[config.mk]
export PLATFORM = sky130hd
export DESIGN_NAME = twostage_pipe
export DESIGN_NICKNAME = d
export VERILOG_FILES = /design/src/rtl/twostage_pkg.sv /design/src/rtl/twostage_fetch.sv /design/src/rtl/twostage_exec.sv /design/src/rtl/twostage_regfile.sv /design/src/rtl/twostage_pipe.sv
export SDC_FILE = /design/constraint.sdc
export NUM_CORES = 1
export LEC_CHECK = 0
export BUFFER_PORTS_ARGS = -buffer_cell sky130_fd_sc_hd__buf_2
export CELL_PAD_IN_SITES_DETAIL_PLACEMENT = 1
export CELL_PAD_IN_SITES_GLOBAL_PLACEMENT = 2
export CORE_UTILIZATION = 38
export CTS_BUF_LIST = sky130_fd_sc_hd__clkbuf_16
export CTS_CLUSTER_DIAMETER = 30
export DETAILED_ROUTE_END_ITERATION = 6
export PLACE_DENSITY_LB_ADDON = 0.1
export SYNTH_ARGS = -nofsm -noshare
export SYNTH_HDL_FRONTEND = slang
export SYNTH_SLANG_ARGS = --single-unit
[constraint.sdc]
create_clock -name clk -period 3.9 [get_ports clk]
set_input_delay 0.195 -clock clk [delete_from_list [all_inputs] [get_ports clk]]
set_output_delay 0.195 -clock clk [all_outputs]
set_load 0.03 [all_outputs]
[src/rtl/twostage_pkg.sv]
// Package: shared encoding and decode for the two-stage pipeline.
// Assumes a fixed 16-bit instruction word and 16 architectural registers.
package twostage_pkg;

    localparam int INSTR_W  = 16;
    localparam int IMM_W    = 8;
    localparam int OPC_W    = 4;
    localparam int RIDX_W   = 4;
    localparam int REG_N    = 1 << RIDX_W;
    localparam int LINK_IDX = REG_N - 1;

    localparam logic [OPC_W-1:0] OPC_NOOP  = 4'd0;
    localparam logic [OPC_W-1:0] OPC_ADD   = 4'd1;
    localparam logic [OPC_W-1:0] OPC_LOADI = 4'd2;
    localparam logic [OPC_W-1:0] OPC_JUMP  = 4'd3;
    localparam logic [OPC_W-1:0] OPC_CALL  = 4'd4;
    localparam logic [OPC_W-1:0] OPC_RET   = 4'd5;

    typedef struct packed {
        logic              is_add;
        logic              is_loadi;
        logic              is_jump;
        logic              is_call;
        logic              is_ret;
        logic [RIDX_W-1:0] rd;
        logic [RIDX_W-1:0] rs;
        logic [RIDX_W-1:0] rt;
        logic [IMM_W-1:0]  imm;
    } dec_t;

    // Split a word into fields; unknown opcodes decode to all-zero flags.
    function automatic dec_t decode_word(input logic [INSTR_W-1:0] w);
        dec_t d;
        logic [OPC_W-1:0] op;
        op         = w[INSTR_W-1 -: OPC_W];
        d.is_add   = (op == OPC_ADD);
        d.is_loadi = (op == OPC_LOADI);
        d.is_jump  = (op == OPC_JUMP);
        d.is_call  = (op == OPC_CALL);
        d.is_ret   = (op == OPC_RET);
        d.rd       = w[IMM_W +: RIDX_W];
        d.imm      = w[IMM_W-1:0];
        d.rs       = w[IMM_W-1 -: RIDX_W];
        d.rt       = w[RIDX_W-1:0];
        return d;
    endfunction

endpackage

[src/rtl/twostage_fetch.sv]
// Fetch stage and execute-stage tracking.
// Holds the fetch counter and the address/valid flag of the word now in
// execute. Assumes the memory returns the word one edge after its address.
// In squash mode, the word fetched while a transfer executes is marked empty.
module twostage_fetch #(
    parameter int ADDR_W = 8
) (
    input  logic              clk,
    input  logic              rst_n,
    input  logic              delay_mode,
    input  logic              redirect,
    input  logic [ADDR_W-1:0] target,
    output logic [ADDR_W-1:0] pc_o,
    output logic              ex_valid_o,
    output logic [ADDR_W-1:0] ex_pc_o
);

    logic [ADDR_W-1:0] pc_q;
    logic              ex_valid_q;
    logic [ADDR_W-1:0] ex_pc_q;
    logic [ADDR_W-1:0] pc_next;

    // Choose the next fetch address: transfer target or sequential.
    always_comb begin
        pc_next = redirect ? target : pc_q + ADDR_W'(1);
    end

    // Advance fetch and hand the fetched address to execute.
    always_ff @(posedge clk) begin
        if (!rst_n) begin
            pc_q       <= '0;
            ex_valid_q <= 1'b0;
            ex_pc_q    <= '0;
        end else begin
            pc_q       <= pc_next;
            ex_pc_q    <= pc_q;
            ex_valid_q <= !(redirect && !delay_mode);
        end
    end

    assign pc_o       = pc_q;
    assign ex_valid_o = ex_valid_q;
    assign ex_pc_o    = ex_pc_q;

    p_seq_step_r2: assert property (@(posedge clk) disable iff (!rst_n)
        !redirect |=> pc_q == $past(pc_q) + ADDR_W'(1));

    p_target_fetch_r3: assert property (@(posedge clk) disable iff (!rst_n)
        redirect |=> pc_q == $past(target));

    p_squash_empty_r4: assert property (@(posedge clk) disable iff (!rst_n)
        (redirect && !delay_mode) |=> !ex_valid_q);

    p_slot_follows_r5: assert property (@(posedge clk) disable iff (!rst_n)
        (redirect && delay_mode) |=> (ex_valid_q && ex_pc_q == $past(ex_pc_q) + ADDR_W'(1)));

endmodule

[src/rtl/twostage_exec.sv]
// Execute stage.
// Decodes the word in execute and produces the register write and any
// transfer. The return address depends on the mode so that, in delay-slot
// mode, the slot is not run again on return. Assumes register reads are
// combinational and writes land at the next edge.
module twostage_exec
    import twostage_pkg::*;
#(
    parameter int ADDR_W = 8,
    parameter int DATA_W = 8
) (
    input  logic               ex_valid,
    input  logic [ADDR_W-1:0]  ex_pc,
    input  logic [INSTR_W-1:0] instr,
    input  logic               delay_mode,
    input  logic [DATA_W-1:0]  rs_val,
    input  logic [DATA_W-1:0]  rt_val,
    input  logic [DATA_W-1:0]  link_val,
    output logic [RIDX_W-1:0]  rs_idx,
    output logic [RIDX_W-1:0]  rt_idx,
    output logic               redirect,
    output logic [ADDR_W-1:0]  target,
    output logic               we,
    output logic [RIDX_W-1:0]  waddr,
    output logic [DATA_W-1:0]  wdata
);

    localparam logic [RIDX_W-1:0] LINK_SEL = RIDX_W'(LINK_IDX);

    dec_t              d;
    logic [ADDR_W-1:0] ret_addr;

    // Decode the word in execute.
    always_comb begin
        d = decode_word(instr);
    end

    assign rs_idx = d.rs;
    assign rt_idx = d.rt;

    // Return address: skip the slot in delay-slot mode.
    always_comb begin
        ret_addr = ex_pc + ADDR_W'(delay_mode ? 2 : 1);
    end

    // Produce the transfer request and target.
    always_comb begin
        redirect = ex_valid && (d.is_jump || d.is_call || d.is_ret);
        if (d.is_ret) begin
            target = ADDR_W'(link_val);
        end else begin
            target = ADDR_W'(d.imm);
        end
    end

    // Produce the register write for add, load-immediate and call.
    always_comb begin
        we    = 1'b0;
        waddr = d.rd;
        wdata = '0;
        if (ex_valid) begin
            if (d.is_add) begin
                we    = 1'b1;
                wdata = rs_val + rt_val;
            end else if (d.is_loadi) begin
                we    = 1'b1;
                wdata = DATA_W'(d.imm);
            end else if (d.is_call) begin
                we    = 1'b1;
                waddr = LINK_SEL;
                wdata = DATA_W'(ret_addr);
            end
        end
    end

    always_comb begin
        if (!ex_valid) begin
            p_idle_quiet_r4: assert (!we && !redirect);
        end
        if (ex_valid && (instr[INSTR_W-1 -: OPC_W] == OPC_NOOP ||
                         instr[INSTR_W-1 -: OPC_W] > OPC_RET)) begin
            p_noop_inert_r6: assert (!we && !redirect);
        end
    end

endmodule

[src/rtl/twostage_regfile.sv]
// Register file.
// Holds REG_N registers of DATA_W bits, reset to zero, with one write port
// and combinational read ports for the two operands, inspection and the
// link register. Assumes at most one write per cycle.
module twostage_regfile
    import twostage_pkg::*;
#(
    parameter int DATA_W = 8
) (
    input  logic              clk,
    input  logic              rst_n,
    input  logic              we,
    input  logic [RIDX_W-1:0] waddr,
    input  logic [DATA_W-1:0] wdata,
    input  logic [RIDX_W-1:0] ra_a,
    output logic [DATA_W-1:0] rd_a,
    input  logic [RIDX_W-1:0] ra_b,
    output logic [DATA_W-1:0] rd_b,
    input  logic [RIDX_W-1:0] ra_dbg,
    output logic [DATA_W-1:0] rd_dbg,
    output logic [DATA_W-1:0] link_o
);

    logic [DATA_W-1:0] regs [REG_N];

    // Clear on reset, otherwise write the selected register.
    always_ff @(posedge clk) begin
        if (!rst_n) begin
            for (int i = 0; i < REG_N; i++) begin
                regs[i] <= '0;
            end
        end else if (we) begin
            regs[waddr] <= wdata;
        end
    end

    assign rd_a   = regs[ra_a];
    assign rd_b   = regs[ra_b];
    assign rd_dbg = regs[ra_dbg];
    assign link_o = regs[LINK_IDX];

    p_hold_unwritten_r6: assert property (@(posedge clk) disable iff (!rst_n)
        !we |=> $stable(link_o));

endmodule

[src/rtl/twostage_pipe.sv]
// Top: two-stage fetch/execute pipeline.
// Connects fetch, execute and the register file. Every executed word is
// reported on the retire strobe. delay_mode must stay constant while
// out of reset.
module twostage_pipe
    import twostage_pkg::*;
#(
    parameter int DATA_W = 8
) (
    input  logic               clk,
    input  logic               rst_n,
    input  logic               delay_mode,
    output logic [IMM_W-1:0]   imem_addr,
    input  logic [INSTR_W-1:0] imem_rdata,
    input  logic [RIDX_W-1:0]  rf_raddr,
    output logic [DATA_W-1:0]  rf_rdata,
    output logic               retire_valid,
    output logic [IMM_W-1:0]   retire_pc
);

    localparam int ADDR_W = IMM_W;

    logic              redirect;
    logic [ADDR_W-1:0] target;
    logic [ADDR_W-1:0] pc;
    logic              ex_valid;
    logic [ADDR_W-1:0] ex_pc;
    logic [RIDX_W-1:0] rs_idx;
    logic [RIDX_W-1:0] rt_idx;
    logic [DATA_W-1:0] rs_val;
    logic [DATA_W-1:0] rt_val;
    logic [DATA_W-1:0] link_val;
    logic              we;
    logic [RIDX_W-1:0] waddr;
    logic [DATA_W-1:0] wdata;

    twostage_fetch #(.ADDR_W(ADDR_W)) u_fetch (
        .clk        (clk),
        .rst_n      (rst_n),
        .delay_mode (delay_mode),
        .redirect   (redirect),
        .target     (target),
        .pc_o       (pc),
        .ex_valid_o (ex_valid),
        .ex_pc_o    (ex_pc)
    );

    twostage_exec #(.ADDR_W(ADDR_W), .DATA_W(DATA_W)) u_exec (
        .ex_valid   (ex_valid),
        .ex_pc      (ex_pc),
        .instr      (imem_rdata),
        .delay_mode (delay_mode),
        .rs_val     (rs_val),
        .rt_val     (rt_val),
        .link_val   (link_val),
        .rs_idx     (rs_idx),
        .rt_idx     (rt_idx),
        .redirect   (redirect),
        .target     (target),
        .we         (we),
        .waddr      (waddr),
        .wdata      (wdata)
    );

    twostage_regfile #(.DATA_W(DATA_W)) u_rf (
        .clk    (clk),
        .rst_n  (rst_n),
        .we     (we),
        .waddr  (waddr),
        .wdata  (wdata),
        .ra_a   (rs_idx),
        .rd_a   (rs_val),
        .ra_b   (rt_idx),
        .rd_b   (rt_val),
        .ra_dbg (rf_raddr),
        .rd_dbg (rf_rdata),
        .link_o (link_val)
    );

    assign imem_addr    = pc;
    assign retire_valid = ex_valid;
    assign retire_pc    = ex_pc;

    p_call_link_r8: assert property (@(posedge clk) disable iff (!rst_n)
        (retire_valid && imem_rdata[INSTR_W-1 -: OPC_W] == OPC_CALL)
        |=> ADDR_W'(link_val) == $past(retire_pc) + ADDR_W'(delay_mode ? 2 : 1));

    p_retire_addr_r9: assert property (@(posedge clk) disable iff (!rst_n)
        retire_valid |-> $past(imem_addr) == retire_pc);

endmodule

==> results.yml <==
outcome:
  status: "finished clean"
placed_design:
  gp_congestion: 0.889
  hpwl_um: 23100
  dpl_cell_area_sq_um: 9810
  port_buffers: 47
clock_tree:
  max-clock-path-buffers: 2
  cts_root_buf: "clkbuf_16"
  clkSinkCount: 145
  numCtsBuffers: 17
  ctsResizeCount: 0
  clk_pin_slew_ps: 70
  cts_max_level: 4
  postCtsHoldBufs: 0
  cts_tree: "done"
  post_cts_buffers: 0
  clk_latency_ps: 430
sta:
  fin_crit_ps: 3790
  tightest_slew_ps: 1160
  rsz0062_at_grt: "no"
  skew_ps: 13.6
  relSlewSlack_pct: 22.4
  finalSetupViolCount: 0
  finalCritPeriodShare_pct: 97.1
  slew_violations: 0
  timing.fmax_mhz: 264
  hold_violations: 0
final_layout:
  antenna_cells: 0
  final_common_cell: "edfxtp_1"
  finalNetCount: 729
  design_area_sq_um: 10400
  drive_above_1_share_pct: 35.4
  final_cell_mix: "128 x edfxtp_1, 118 x mux4_2, 85 x nor2_1"
  area_growth_pct: 15.5
routing:
  ant_nets: 0
  routed_wl_um: 30800
  vias_per_cell: 6.26
  dr.pass1.iters: 7
  drc: 0
  avgRoutedWirePerCell_um: 30.2
  vias: 6388
  drt_iter0_drc: 621
synth:
  synth_top_family_by_area: "multiplexers"
  ys_seq_area_share_pct: 46.5
  synth_compound_area_share_pct: 5.04
  ys_ff_latch: 145
  synthSimpleGateAreaFrac_pct: 10.6
  synth_area_sq_um: 8990
  yosys.area_share.adder_pct: 1.84
  syn_inst: 643
  synth_xor_area_share_pct: 1.75
  synth_async_sr_flop_share_pct: 0
  synth_enable_flop_cells: 128
  synthFlopType: "edfxtp_1"
  avgSynthCellArea_sq_um: 14.0
  synth_mux_area_share_pct: 31.5
  synth_nets: 678
  yosys.cell_types.count: 44
  yosysWarningCount: 0
floorplanning:
  start_util_pct: 39.2
  fp.dieW_um: 156
  rows: 55
  die_h_um: 156
  ios: 48
  core_sq_um: 22900
  die_area_sq_um: 24300
pwr:
  powerDensity_nw_per_um2: 394
  p_leak_nw: 3.59
  finalPower_mw: 4.10
  ir_worst_vdd_mv: 0.248
critical_path:
  slowest_delay_ps: 510
  worst_r2r_endpoint: "u_rf.regs[7][6]"
  crit_path_end_kind: "flop"
  cp.required_ps: 4050
  worstRegToRegCells: 11
  startpoint_type: "flop"
  cp-startpoint: "u_rf.regs[11][0]"
  r2r_start: "u_rf.regs[11][0]"
  criticalPathCategory: "reg -> reg"
  worst-path-max-fanout: 16
  worstPathArrival_ps: 3940
  critPathSlowestCell: "mux4_2"
  critPathCapture: "u_rf.regs[7][6]"
  reg2reg_slack_ps: 110
  cp_cell_sequence: "mux4_2 -> mux4_2 -> ha_1 -> fa_1 -> a21o_1 -> a21oi_1 -> o21bai_1 -> a21oi_1 -> mux2i_2 -> buf_4 -> nor3_1"
worst_hold_path:
  worstHoldPathType: "in -> reg"
global_route:
  grt_pass1_wl_um: 45200
  track_usage_pct: 26.7
  overflow: 0
  grt_start_max_net_pins: 33
  first_global_vias: 6491
  antenna_found_initial: 0
job:
  cap_violations: 0
==> cell type report <==
class / count / area, sq um
Sequential cell: 145 / 4180
Tap cell: 313 / 392
Clock buffer: 17 / 425
Inverter: 6 / 22.5
Clock inverter: 15 / 134
Timing Repair Buffer: 87 / 636
Multi-Input combinational cell: 437 / 4590
Fill cell: 2344 / 12500
==> stage by stage <==
| step | utilization (%) | hold slack (ps) | setup TNS (ps) | setup slack, ps | cells |
|---|---|---|---|---|---|
| 3_3_place_gp | 42.8 | 512 | 0 | 62.2 | 988 |
| 3_5_place_dp | 42.8 | 516 | -10.9 | -8.47 | 988 |
| 5_1_grt | 45.3 | 101 | 0 | 8.88 | 1020 |
| 4_1_cts | 45.3 | 82.6 | 0 | 75.0 | 1020 |
| 6_report | 45.3 | 93.4 | 0 | 114 | 1020 |
| 2_1_floorplan | - | 418 | 0 | 3.27 | 643 |
==> cell usage after synthesis (all sizes together), types with 3 or more instances <==
master    n  area (sq um)
nor2b     9          56.3
a21o      5          37.5
mux2i    15           150
nor3     34           170
ha       10           125
a211oi   16           170
inv       6          22.5
nor3b     3          22.5
xor2      5          43.8
xnor2    13           114
and2     12          75.1
clkbuf   35           131
nand2    55           206
o211a     5          50.1
nand2b    4          25.0
nor2     85           319
edfxtp  128          3840
a21oi    11          55.1
nand3     5          25.0
o21ai     6          30.0
mux4    118          2660
buf      20          92.6
dfxtp    17           340
==> flip-flops by register name, indices dropped and copies added, names as in the netlist <==
register            count
u_fetch.ex_pc_o         8
u_fetch.ex_valid_o      1
u_fetch.pc_o            8
u_rf.regs             128
==> cells by family (layout without fill, tap and decap cells) <==
logic type               Yosys count  count (layout)
flip-flops                       145             145
AND/OR/NAND/NOR                  215             215
XOR/XNOR                          18              18
multiplexers                     135             135
adder cells (fa/ha/maj)           12              12
buffers and inverters             61             125
AO/OA/AOI/OAI                     57              57
==> per-layer routing <==
layer / vias to the layer above / GRT usage, % / share of wire (%)
met5: - / 0 / 0
met4: 0 / 8.78 / 2.6
met3: 48 / 5.83 / 7.3
met2: 282 / 41.5 / 47
met1: 3396 / 37.1 / 43
li1: 2662 / - / -
==> power by group <==
group	internal, mW	switching (mW)	leakage [nW]	total (mW)
Clock	0.885	0.712	0.279	1.60
Sequential	1.74	0.0606	1.47	1.80
Combinational	0.309	0.386	1.85	0.695
Total	2.94	1.16	3.59	4.10
==> worst min-delay path by stage <==
stage,to,slack [ps],depth (start not counted),from
6_report,u_fetch.ex_valid_o,90,2,rst_n
5_1_grt,u_fetch.ex_valid_o,100,2,rst_n
4_1_cts,u_fetch.ex_valid_o,80,2,rst_n
3_5_place_dp,u_fetch.ex_pc_o[7],520,1,u_fetch.pc_o[7]
3_3_place_gp,u_fetch.ex_pc_o[7],510,1,u_fetch.pc_o[7]
2_1_floorplan,u_fetch.ex_valid_o,420,2,delay_mode
==> worst max-delay path: cells and delay by family (launching register included) <==
| kind | cells | cell delay, ps |
|---|---|---|
| simple gates | 1 | 80 |
| compound gates | 4 | 750 |
| buf+inv | 1 | 250 |
| fa+ha+maj | 2 | 760 |
| mux | 3 | 1210 |
| flops | 1 | 460 |
Power figures use the tool's default switching activity.
